## config.mk

```make
export PLATFORM = sky130hd
export DESIGN_NAME = mbox_console
export DESIGN_NICKNAME = d
export VERILOG_FILES = /design/src/rtl/mbc_pkg.sv /design/src/rtl/mbc_rx_ring.sv /design/src/rtl/mbc_tx_path.sv /design/src/rtl/mbox_console.sv
export SDC_FILE = /design/constraint.sdc
export NUM_CORES = 2
export LEC_CHECK = 0
export BUFFER_PORTS_ARGS = -buffer_cell sky130_fd_sc_hd__buf_2
export CAP_MARGIN = 20
export CORE_ASPECT_RATIO = 1.75
export CORE_MARGIN = 2
export CORE_UTILIZATION = 30
export DETAILED_ROUTE_END_ITERATION = 8
export GPL_ROUTABILITY_DRIVEN = 1
export GPL_TIMING_DRIVEN = 0
export PLACE_DENSITY = 0.52
export SYNTH_ARGS = -nofsm -noshare
export SYNTH_HDL_FRONTEND = slang
export SYNTH_HIERARCHICAL = 1
export SYNTH_SLANG_ARGS = --single-unit
```

## constraint.sdc

```tcl
create_clock -name clk -period 4.7 [get_ports clk]
set_clock_uncertainty 0.05 [all_clocks]
set_input_delay 0.705 -clock clk [delete_from_list [all_inputs] [get_ports clk]]
set_output_delay 0.705 -clock clk [all_outputs]
set_load 0.1 [all_outputs]
```

## src/rtl/mbc_pkg.sv

```systemverilog
package mbc_pkg;
  localparam int WORD_W = 32;
  localparam int CHAR_W = 8;

  localparam logic [2:0] ADR_RXMB  = 3'd0;
  localparam logic [2:0] ADR_TXMB  = 3'd1;
  localparam logic [2:0] ADR_DBIN  = 3'd2;
  localparam logic [2:0] ADR_DBOUT = 3'd3;
  localparam logic [2:0] ADR_STAT  = 3'd4;
  localparam logic [2:0] ADR_UNK   = 3'd5;

  localparam logic [WORD_W-1:0] MSG_PING = 32'd1;
  localparam logic [WORD_W-1:0] MSG_CONN = 32'd2;
  localparam logic [WORD_W-1:0] MSG_DISC = 32'd3;
  localparam logic [WORD_W-1:0] MSG_DATA = 32'd5;
  localparam logic [WORD_W-1:0] ACK_ALL  = '1;

  localparam logic [CHAR_W-1:0] CH_LF = 8'h0A;
  localparam logic [CHAR_W-1:0] CH_CR = 8'h0D;
endpackage

```

## src/rtl/mbc_rx_ring.sv

```systemverilog
module mbc_rx_ring #(
  parameter int DEPTH  = 256,
  parameter int MARGIN = 4,
  parameter int DW     = 8
) (
  input  logic                         clk,
  input  logic                         rst,
  input  logic                         flush,
  input  logic                         st_en,
  input  logic [DW-1:0]                st_byte,
  output logic                         rx_valid,
  output logic [DW-1:0]                rx_data,
  input  logic                         rx_ready,
  output logic [$clog2(DEPTH):0]       occ,
  output logic                         full,
  output logic                         mb_release
);
  localparam int AW  = $clog2(DEPTH);
  localparam int CW  = AW + 1;
  localparam int THR = DEPTH - MARGIN;

  logic [DW-1:0] mem [DEPTH];
  logic [AW-1:0] wr_ptr, rd_ptr;
  logic [CW-1:0] mem_cnt, occ_nx;
  logic          pop, accept, load, full_nx, rel;

  function automatic logic [AW-1:0] bump(input logic [AW-1:0] p);
    return (p == AW'(DEPTH - 1)) ? '0 : p + 1'b1;
  endfunction

  assign pop    = rx_valid && rx_ready;
  assign accept = st_en && (occ < CW'(DEPTH));
  assign load   = (mem_cnt != '0) && (!rx_valid || pop);
  assign occ_nx = occ + CW'(accept) - CW'(pop);

  always_comb begin
    full_nx = full;
    rel     = 1'b0;
    if (accept) begin
      if (occ_nx > CW'(THR)) full_nx = 1'b1;
      else                   rel     = 1'b1;
    end
    if (pop && full_nx && (occ_nx < CW'(THR))) begin
      full_nx = 1'b0;
      rel     = 1'b1;
    end
  end

  assign mb_release = rel && !flush;

  always_ff @(posedge clk) begin
    if (accept && !flush) mem[wr_ptr] <= st_byte;
  end

  always_ff @(posedge clk) begin
    if (rst || flush) begin
      wr_ptr   <= '0;
      rd_ptr   <= '0;
      mem_cnt  <= '0;
      occ      <= '0;
      full     <= 1'b0;
      rx_valid <= 1'b0;
      rx_data  <= '0;
    end else begin
      occ     <= occ_nx;
      full    <= full_nx;
      mem_cnt <= mem_cnt + CW'(accept) - CW'(load);
      if (accept) wr_ptr <= bump(wr_ptr);
      if (load) begin
        rx_data  <= mem[rd_ptr];
        rd_ptr   <= bump(rd_ptr);
        rx_valid <= 1'b1;
      end else if (pop) begin
        rx_valid <= 1'b0;
      end
    end
  end
endmodule

```

## src/rtl/mbc_tx_path.sv

```systemverilog
module mbc_tx_path
  import mbc_pkg::*;
(
  input  logic              clk,
  input  logic              rst,
  input  logic              linked,
  input  logic              mb_empty,
  input  logic              hold,
  input  logic              tx_valid,
  input  logic [CHAR_W-1:0] tx_data,
  output logic              tx_ready,
  output logic              put_en,
  output logic [CHAR_W-1:0] put_char
);
  logic cr_pend, take, cr_go;

  assign tx_ready = linked && mb_empty && !cr_pend && !hold;
  assign take     = tx_valid && tx_ready;
  assign cr_go    = cr_pend && mb_empty && !hold;
  assign put_en   = take || cr_go;
  assign put_char = cr_go ? CH_CR : tx_data;

  always_ff @(posedge clk) begin
    if (rst)                          cr_pend <= 1'b0;
    else if (cr_go)                   cr_pend <= 1'b0;
    else if (take && tx_data == CH_LF) cr_pend <= 1'b1;
  end
endmodule

```

## src/rtl/mbox_console.sv

```systemverilog
module mbox_console
  import mbc_pkg::*;
#(
  parameter int DEPTH  = 256,
  parameter int MARGIN = 4
) (
  input  logic              clk,
  input  logic              rst,
  input  logic              bus_we,
  input  logic [2:0]        bus_addr,
  input  logic [WORD_W-1:0] bus_wdata,
  output logic [WORD_W-1:0] bus_rdata,
  input  logic              tx_valid,
  input  logic [CHAR_W-1:0] tx_data,
  output logic              tx_ready,
  output logic              rx_valid,
  output logic [CHAR_W-1:0] rx_data,
  input  logic              rx_ready,
  input  logic              disc_req
);
  localparam int CW = $clog2(DEPTH) + 1;

  logic [WORD_W-1:0] rx_mb, tx_mb, db_in, db_out, unk_code, rd_word;
  logic              linked, ring_full, ring_rel, put_en, hold;
  logic              db_live, is_ping, is_conn, is_data, is_unk;
  logic [CHAR_W-1:0] put_char;
  logic [CW-1:0]     rx_occ;

  assign db_live = (db_in != '0);
  assign is_ping = db_live && (db_in == MSG_PING);
  assign is_conn = db_live && (db_in == MSG_CONN);
  assign is_data = db_live && (db_in == MSG_DATA);
  assign is_unk  = db_live && !is_ping && !is_conn && !is_data;
  assign hold    = db_live || disc_req;

  mbc_rx_ring #(.DEPTH(DEPTH), .MARGIN(MARGIN), .DW(CHAR_W)) u_ring (
    .clk(clk), .rst(rst), .flush(is_conn), .st_en(is_data),
    .st_byte(rx_mb[CHAR_W-1:0]), .rx_valid(rx_valid), .rx_data(rx_data),
    .rx_ready(rx_ready), .occ(rx_occ), .full(ring_full), .mb_release(ring_rel)
  );

  mbc_tx_path u_tx (
    .clk(clk), .rst(rst), .linked(linked), .mb_empty(tx_mb == '0),
    .hold(hold), .tx_valid(tx_valid), .tx_data(tx_data),
    .tx_ready(tx_ready), .put_en(put_en), .put_char(put_char)
  );

  always_ff @(posedge clk) begin
    if (rst) begin
      rx_mb    <= '0;
      tx_mb    <= '0;
      db_in    <= '0;
      db_out   <= '0;
      unk_code <= '0;
      linked   <= 1'b0;
    end else begin
      // handle and acknowledge the pending doorbell
      if (db_live) db_in <= '0;
      if (is_conn) linked <= 1'b1;
      if (is_unk)  unk_code <= db_in;
      if (is_conn || ring_rel) rx_mb <= '0;
      // far-side writes
      if (bus_we) begin
        case (bus_addr)
          ADR_RXMB:  rx_mb  <= bus_wdata;
          ADR_TXMB:  tx_mb  <= bus_wdata;
          ADR_DBIN:  db_in  <= (bus_wdata == ACK_ALL) ? '0 : bus_wdata;
          ADR_DBOUT: db_out <= bus_wdata;
          default: ;
        endcase
      end
      // endpoint writes take priority on the outgoing side
      if (is_ping) db_out <= MSG_PING;
      if (put_en) begin
        tx_mb  <= {1'b1, {(WORD_W-CHAR_W-1){1'b0}}, put_char};
        db_out <= MSG_DATA;
      end
      if (disc_req) begin
        linked <= 1'b0;
        db_out <= MSG_DISC;
      end
    end
  end

  always_comb begin
    case (bus_addr)
      ADR_RXMB:  rd_word = rx_mb;
      ADR_TXMB:  rd_word = tx_mb;
      ADR_DBIN:  rd_word = db_in;
      ADR_DBOUT: rd_word = db_out;
      ADR_STAT:  rd_word = {{(WORD_W-2){1'b0}}, ring_full, linked};
      ADR_UNK:   rd_word = unk_code;
      default:   rd_word = '0;
    endcase
  end

  always_ff @(posedge clk) begin
    if (rst) bus_rdata <= '0;
    else     bus_rdata <= rd_word;
  end
endmodule

```

Yosys cells after proc, flatten, opt, wreduce, memory -nomap -nowiden --
Memory sizes are Yosys's and may differ from the RTL's. A register that Yosys moved wholly into a read port is not among the register bits. Cells that the tools add are included. W data, S select, Z words.
Storage, ports and cells: RAM bits 2048, memories kept 1, register bits 230, input bits 49
Cells by class: add/sub/neg operators 6, equal/unequal tests 12, magnitude comparators 3, reductions and logical operators 52, mux-type cells 28
Memory list:
- u_ring.mem | depth 256, width 8, rd ports 1, clocked after memory_dff 1, wr ports 1, RTL line mbc_rx_ring.sv:22 | logic [DW-1:0] mem [DEPTH];
Operators with widths (count):
- $mux W32 | 10
- $pmux W32 S6 | 1
- $eq A32 B1 Y1 const B | 1
- $eq A32 B2 Y1 const B | 1
- $eq A32 B3 Y1 const B | 1
- $eq A32 B32 Y1 const B | 1
- $logic_not A32 Y1 | 1
- $reduce_bool A32 Y1 | 1
- $mux W8 | 3
- $logic_and A1 B1 Y1 | 20
- $add A9 B1 Y9 | 2
- $sub A9 B1 Y9 | 2
- $add A8 B1 Y8 const B | 2
- $eq A8 B8 Y1 const B | 2
- $mux W3 | 4
- $reduce_and A2 Y1 | 5
- $gt A9 B8 Y1 const B | 1
- $lt A9 B8 Y1 const B | 1
- $lt A9 B9 Y1 const B | 1
- $mux W1 | 9
- $reduce_bool A9 Y1 | 1
- $eq A8 B4 Y1 const B | 1
- $reduce_bool A4 Y1 | 2
- $reduce_or A2 Y1 | 4
- other kinds (10) | 24

Depth between registers and ports, before layout --
word-level depth 16, mapped depth 23

By module --
Netlist, hierarchy kept.
By module, submodules not included:
- mbc_rx_ring | area an instance 82048.7 um2, cells an instance 4056, times used 1
- mbox_console | area an instance 7848.8 um2, cells an instance 848, times used 1
- mbc_tx_path | area an instance 147.6 um2, cells an instance 20, times used 1

Worst setup path before layout --
No wires, ideal clock.
kind register to register, start register db_in[20], end register rx_mb[6], cell stages (with the launch flop) 24, setup time 0.086 ns, arrival time 4.831 ns, buffers on the path 2, slack -0.267 ns, clock period less this slack 4.967 ns, data required time 4.564 ns, cells stage by stage dfxtp_1 > nor4_1 > nand3_1 > nor2_1 > and3_1 > nor2b_1 > clkbuf_1 > inv_1 > ha_1 > inv_1 > ha_1 > fa_1 > a21o_1 > a21oi_1 > nor2b_1 > o31a_1 > a211oi_1 > nand4_1 > a21oi_1 > nor2_1 > a311oi_1 > clkbuf_1 > nand2_1 > o21ai_0
On the way: cells in the longest elaborated chain, start to end 16, elaborated cells on any way between the ends 23, classes of those cells add/sub (2); order compare (2); eq/ne (2); mux (8); reduce/logical (9)
Ends and longest elaborated chain:
- start: declaration | RTL line mbox_console.sv:23 | logic [WORD_W-1:0] rx_mb, tx_mb, db_in, db_out, unk_code, rd_word;
- start signal: assignment | RTL line mbox_console.sv:67 | ADR_DBIN: db_in <= (bus_wdata == ACK_ALL) ? '0 : bus_wdata;
- $eq A32 B3 Y1 / $reduce_bool A32 Y1 (equally long branches) | RTL line mbox_console.sv:32, mbox_console.sv:29
- $logic_and A1 B1 Y1 (*) | RTL line mbox_console.sv:32 | assign is_data = db_live && (db_in == MSG_DATA);
- named net is_data | RTL line mbox_console.sv:25 | logic db_live, is_ping, is_conn, is_data, is_unk;
- $logic_and A1 B1 Y1 (*) | RTL line mbc_rx_ring.sv:32 | assign accept = st_en && (occ < CW'(DEPTH));
- $add A9 B1 Y9 | RTL line mbc_rx_ring.sv:34 | assign occ_nx = occ + CW'(accept) - CW'(pop);
- $sub A9 B1 Y9 | RTL line mbc_rx_ring.sv:34
- $gt A9 B8 Y1 | RTL line mbc_rx_ring.sv:40 | if (occ_nx > CW'(THR)) full_nx = 1'b1;
- $mux W1 | RTL line mbc_rx_ring.sv:40
- $mux W1 | RTL line mbc_rx_ring.sv:39 | if (accept) begin
- $logic_and A1 B1 Y1 (2 in series) | RTL line mbc_rx_ring.sv:43 | if (pop && full_nx && (occ_nx < CW'(THR))) begin
- $mux W1 (*) | RTL line mbc_rx_ring.sv:43
- $logic_and A1 B1 Y1 (*) | RTL line mbc_rx_ring.sv:49 | assign mb_release = rel && !flush;
- named net ring_rel | RTL line mbox_console.sv:24 | logic linked, ring_full, ring_rel, put_en, hold;
- $logic_or A1 B1 Y1 (*) | RTL line mbox_console.sv:61 | if (is_conn || ring_rel) rx_mb <= '0;
- $mux W32 (*) | RTL line mbox_console.sv:61
- $mux W32 | RTL line mbox_console.sv:64 | case (bus_addr)
- $mux W32 (*) | RTL line mbox_console.sv:63 | if (bus_we) begin
- end signal: assignment | RTL line mbox_console.sv:65 | ADR_RXMB: rx_mb <= bus_wdata;
- end: declaration | RTL line mbox_console.sv:23
Mark *: on every way through the listed nets, which the timed path passes. The rest lies on a longest branch. A chain may end at the register's enable or synchronous reset.

Worst setup path in the final report --
start register db_in[10], end register rx_mb[13]
The elaborated chain is that of the path after synthesis.

==> Implementation_results.wiki <==
{| class="wikitable"
! Metric !! Value
|-
| M3 GR Usage || 5.50%
|-
| Starting density of the core || 30.1%
|-
| Total core area || 299000 sq um
|-
| Number of warnings reported in the yosys synthesis log || 6
|-
| Number of nets still failing antenna checks after routing || 0
|-
| Post-layout worst setup margin || -410 ps
|-
| Fraction of layout instances using a drive strength above 1 || 25.3%
|-
| Final Net Count || 5377
|-
| Overall power of the completed layout || 53.7 mW
|-
| GR Util All Layers || 25.9%
|-
| Switching Power || 17.9 mW
|-
| Number of different library cells in the post-synthesis netlist || 82
|-
| Fill cells || 28035
|-
| Share of flip-flops with an asynchronous set or reset || 0%
|-
| Worst endpoint data arrival time || 5810 ps
|-
| Floorplan die width || 418 um
|-
| Startpoint of the worst register-to-register path || db_in[10]
|-
| Number of antenna violations at the first check in global routing || 16
|-
| Worst slew slack as a fraction of its limit || 7.18%
|-
| Setup slack of the most critical reg-to-reg path || -410 ps
|-
| Count of boundary I/O pins || 91
|-
| CTS Root Buffer Type || clkbuf_16
|-
| Detailed-placement wirelength estimate || 277000 um
|-
| Layout overhead on the synthesized area || 16.1%
|-
| Power per unit of standard cell area || 514 nW/um^2
|-
| F_max || 196 MHz
|-
| Routability cong. || 1.03
|-
| Maximum number of pins on one net before global-route repair || 97
|-
| Most area-consuming cells after synthesis || edfxtp_1, mux4_2, dfxtp_1
|-
| Reg-to-Reg End || rx_mb[13]
|-
| Mapped Avg Cell Area || 18.3 sq um
|-
| Switch share || 33.4%
|-
| Min cycle time layout || 5110 ps
|-
| Number of global-route vias before repair || 53074
|-
| Number of buffers added on ports || 90
|-
| Deepest level of the CTS H-tree || 4
|-
| Routed via count divided by cell count || 5.82
|-
| DRC violation count after routing || 0
|-
| Sequential-to-total area share from yosys stat || 73.6%
|-
| Drt total wl || 400000 um
|-
| RSZ-0062 raised after global routing || true
|-
| Worst path depth || 24
|-
| Crit-path max cell delay || 380 ps
|-
| Register share of total power || 41.2%
|-
| Outcome || finished with violations
|-
| Number of flops mapped to enable cells by yosys || 2048
|-
| Startpoint of the most critical hold path || bus_wdata[18]
|-
| Clock Sink Count || 2286
|-
| TritonCTS clock tree || done
|-
| Endpoints failing setup || 188
|-
| Kind of cell adding the most delay to the critical path || simple AND/OR/NAND/NOR gates
|-
| Area of the mapped netlist || 90000 sq um
|-
| Number of endpoints with negative hold slack in the final report || 0
|-
| Largest area contributor in the netlist || edfxtp_1
|-
| Total area of sequential cells || 66300 sq um
|-
| Source-to-sink clock delay at the later pin of the worst-skew pair || 900 ps
|-
| Failing checks || setup timing
|-
| CTS clock-pin slew for the worst setup and hold paths || 70 ps
|-
| Via count of the routed design || 54533
|-
| Total nets after synthesis || 5001
|-
| First-pass DRT Iterations || 6
|-
| Met1 usage in global routing || 26.1%
|-
| Data required time of the critical path || 5400 ps
|-
| Final Util || 34.9%
|-
| Number of core rows || 266
|-
| Crit start category || register
|-
| Reported max-cap violation count || 0
|-
| Crit path capture type || register
|-
| DIE AREA || 305000 sq um
|-
| Min-Delay Path Class || in -> reg
|-
| First-pass GRT wire length || 518000 um
|-
| Post-route fraction of the period consumed by the critical path || 109%
|-
| CTS Buffer Depth || 4
|-
| Area of combinational cells with multiple inputs || 22600 sq um
|-
| Vert. Die Dim || 729 um
|-
| Worst path slowest cell || dfxtp_1
|-
| Peak supply drop || 0.327 mV
|-
| Synth Flop Type || edfxtp_1
|-
| DRT iter0 DRCs || 7455
|-
| Most crowded layer after global routing || met2
|-
| Final routed wire length divided by cell count || 42.7 um
|-
| Buffers and inverters on the worst path || 5
|-
| Part of the power in the clock network || 32.0%
|-
| Critical path start-end classification || reg -> reg
|-
| Part of the total power dissipated in combinational logic || 26.8%
|-
| Static Leakage || 31.1 nW
|-
| Cts bufs inserted || 208
|-
| Met2 Use GR || 44.0%
|-
| Number of max-slew violations in the final report || 0
|-
| Dpl ws || -2520 ps
|-
| Share of the synthesized area in the top cell type || 68.3%
|-
| Cell Chain, Critical Path || nor4_4 > nand4_4 > nor2_4 > and3_4 > nor2b_4 > buf_8 > clkinvlp_4 > ha_4 > inv_2 > ha_4 > fa_2 > a21o_1 > a21oi_2 > nor2b_2 > o31a_1 > a211oi_2 > nand4_1 > a21oi_2 > nor2_4 > a311oi_4 > buf_6 > clkbuf_16 > nand2_1 > o21ai_1
|-
| Path depth of the worst reg2reg path || 24
|-
| Origin of the worst setup path || db_in[10]
|-
| Cell-internal power || 35.8 mW
|-
| Number of instances in the synthesized netlist || 4924
|-
| Pin slew with the least headroom to its limit || 1390 ps
|-
| Critical-path maximum fanout || 5
|-
| Overall overflow remaining after global route || 0
|-
| Yosys reg bits || 2286
|-
| Endpoint of the worst setup timing path || rx_mb[13]
|}
-- layout make-up --
cell class	count	share of cell area, %
flip-flops and latches	2286	63.4
clock inverters	113	1.03
diodes	20	0.0479
multi-input cells	2290	21.6
inverters	37	0.136
repair buffers	170	1.78
well taps	3886	4.65
plain buffers	307	2.04
clock buffers	257	5.26
-- layout by cell type (no fill, tap or decap), types with 27 or more instances in the layout --
cell and instances:
a21oi_1 122, a221oi_1 32, a22oi_1 99, a41oi_1 34, and2_1 53, buf_16 28, buf_2 138, buf_4 76
buf_6 50, buf_8 33, clkbuf_1 136, clkbuf_16 213, clkinv_1 50, clkinv_2 29, dfxtp_1 226, edfxtp_1 2048
inv_1 33, mux2_2 27, mux2i_1 197, mux4_2 476, nand2_1 269, nand3_1 54, nand4_1 27, nor2_1 262
nor2_2 113, nor3_1 46, o21ai_0 45, o21ai_1 46, o22ai_1 27
-- tightest hold or removal path, stage by stage --
cell     delay [ps]
buf_2           130
nand2_1          60
o21ai_1          60
-- sequential cells by signal, indices dropped and copies added (netlist names) --
register         count
linked               1
u_ring/mem_cnt       9
u_tx/cr_pend         1
u_ring/rd_ptr        8
u_ring/mem        2048
u_ring/full          1
db_out              32
u_ring/rx_valid      1
bus_rdata           32
db_in               32
u_ring/wr_ptr        8
u_ring/rx_data       8
rx_mb               32
unk_code            32
tx_mb               32
u_ring/occ           9
-- layer usage --
metal	vias up	part of all wire, %	wire [um]
met5	-	0.020	80
met4	12	12	47100
met3	1293	8.5	34200
met2	3692	49	196000
met1	28951	31	122000
li1	20585	-	-
-- through the flow --
stage / setup TNS, ps / instances / area (sq um) / hold WS [ps]
after floorplan: 0 / 4924 / 90100 / 375
after global placement: - / 8900 / 95400 / 390
after detailed placement: -2432470 / 8958 / 96700 / 395
after CTS: -13550 / 9337 / 104000 / 9.86
after global routing: -17030 / 9351 / 105000 / 71.7
final: -17880 / 9366 / 105000 / 74.7
-- cell usage after synthesis (17+ instances only) --
| cell type | n |
|---|---|
| and2_1 | 53 |
| a22oi_1 | 100 |
| mux2i_1 | 197 |
| a31oi_1 | 23 |
| o22a_1 | 18 |
| o21ai_1 | 28 |
| ha_1 | 26 |
| buf_6 | 31 |
| dfxtp_1 | 238 |
| a311oi_1 | 17 |
| buf_2 | 77 |
| a211oi_1 | 18 |
| a41oi_1 | 34 |
| o22ai_1 | 27 |
| nor2b_1 | 18 |
| o21ai_0 | 66 |
| nor3_1 | 50 |
| a21oi_1 | 125 |
| a221oi_1 | 33 |
| buf_4 | 26 |
| nor2_1 | 393 |
| mux4_2 | 476 |
| inv_1 | 35 |
| nand2_1 | 295 |
| clkbuf_1 | 143 |
| edfxtp_1 | 2048 |
| nor4_1 | 17 |
| mux2_2 | 27 |
| nand3_1 | 55 |
| nand4_1 | 27 |
-- timing repair --
item,4_1_cts,5_1_grt
buffers inserted,11,6
gates cloned,1,0
pin swaps,19,17
resized for setup,282,62
hold endpoints to repair,1,0
hold buffers,1,0
endpoints found under the setup margin,2101,723
-- worst min-delay path by stage --
stage / endpoint / cells past startpoint / slack, ps
6_report: rx_mb[18] / 3 / 70
5_1_grt: rx_mb[25] / 3 / 70
4_1_cts: rx_mb[18] / 3 / 10
3_5_place_dp: rx_mb[23] / 2 / 390
3_3_place_gp: rx_mb[30] / 2 / 390
2_1_floorplan: rx_mb[28] / 2 / 380
-- power groups by stage --
stage                     registers (mW)  logic (mW)  clock network [mW]
after floorplan                     22.8        6.29                   0
after global placement              22.7        13.6                   0
after detailed placement            22.6        13.8                   0
after CTS                           22.1        14.0                17.3
after global routing                22.1        14.0                18.0
final                               22.1        14.4                17.2
-- cell families (layout without fill, tap and decap cells) --
logic type	count (synthesis)	in the layout	share of synthesized area, %
flops	2286	2286	73.6
buf+inv	348	884	2.17
xor+xnor	17	17	0.165
mux	704	704	14.5
other cells	0	20	0
fa+ha+maj	28	28	0.406
simple gates	969	969	4.79
compound gates	572	572	4.33
Note: power is estimated with default switching activity, not from simulation.
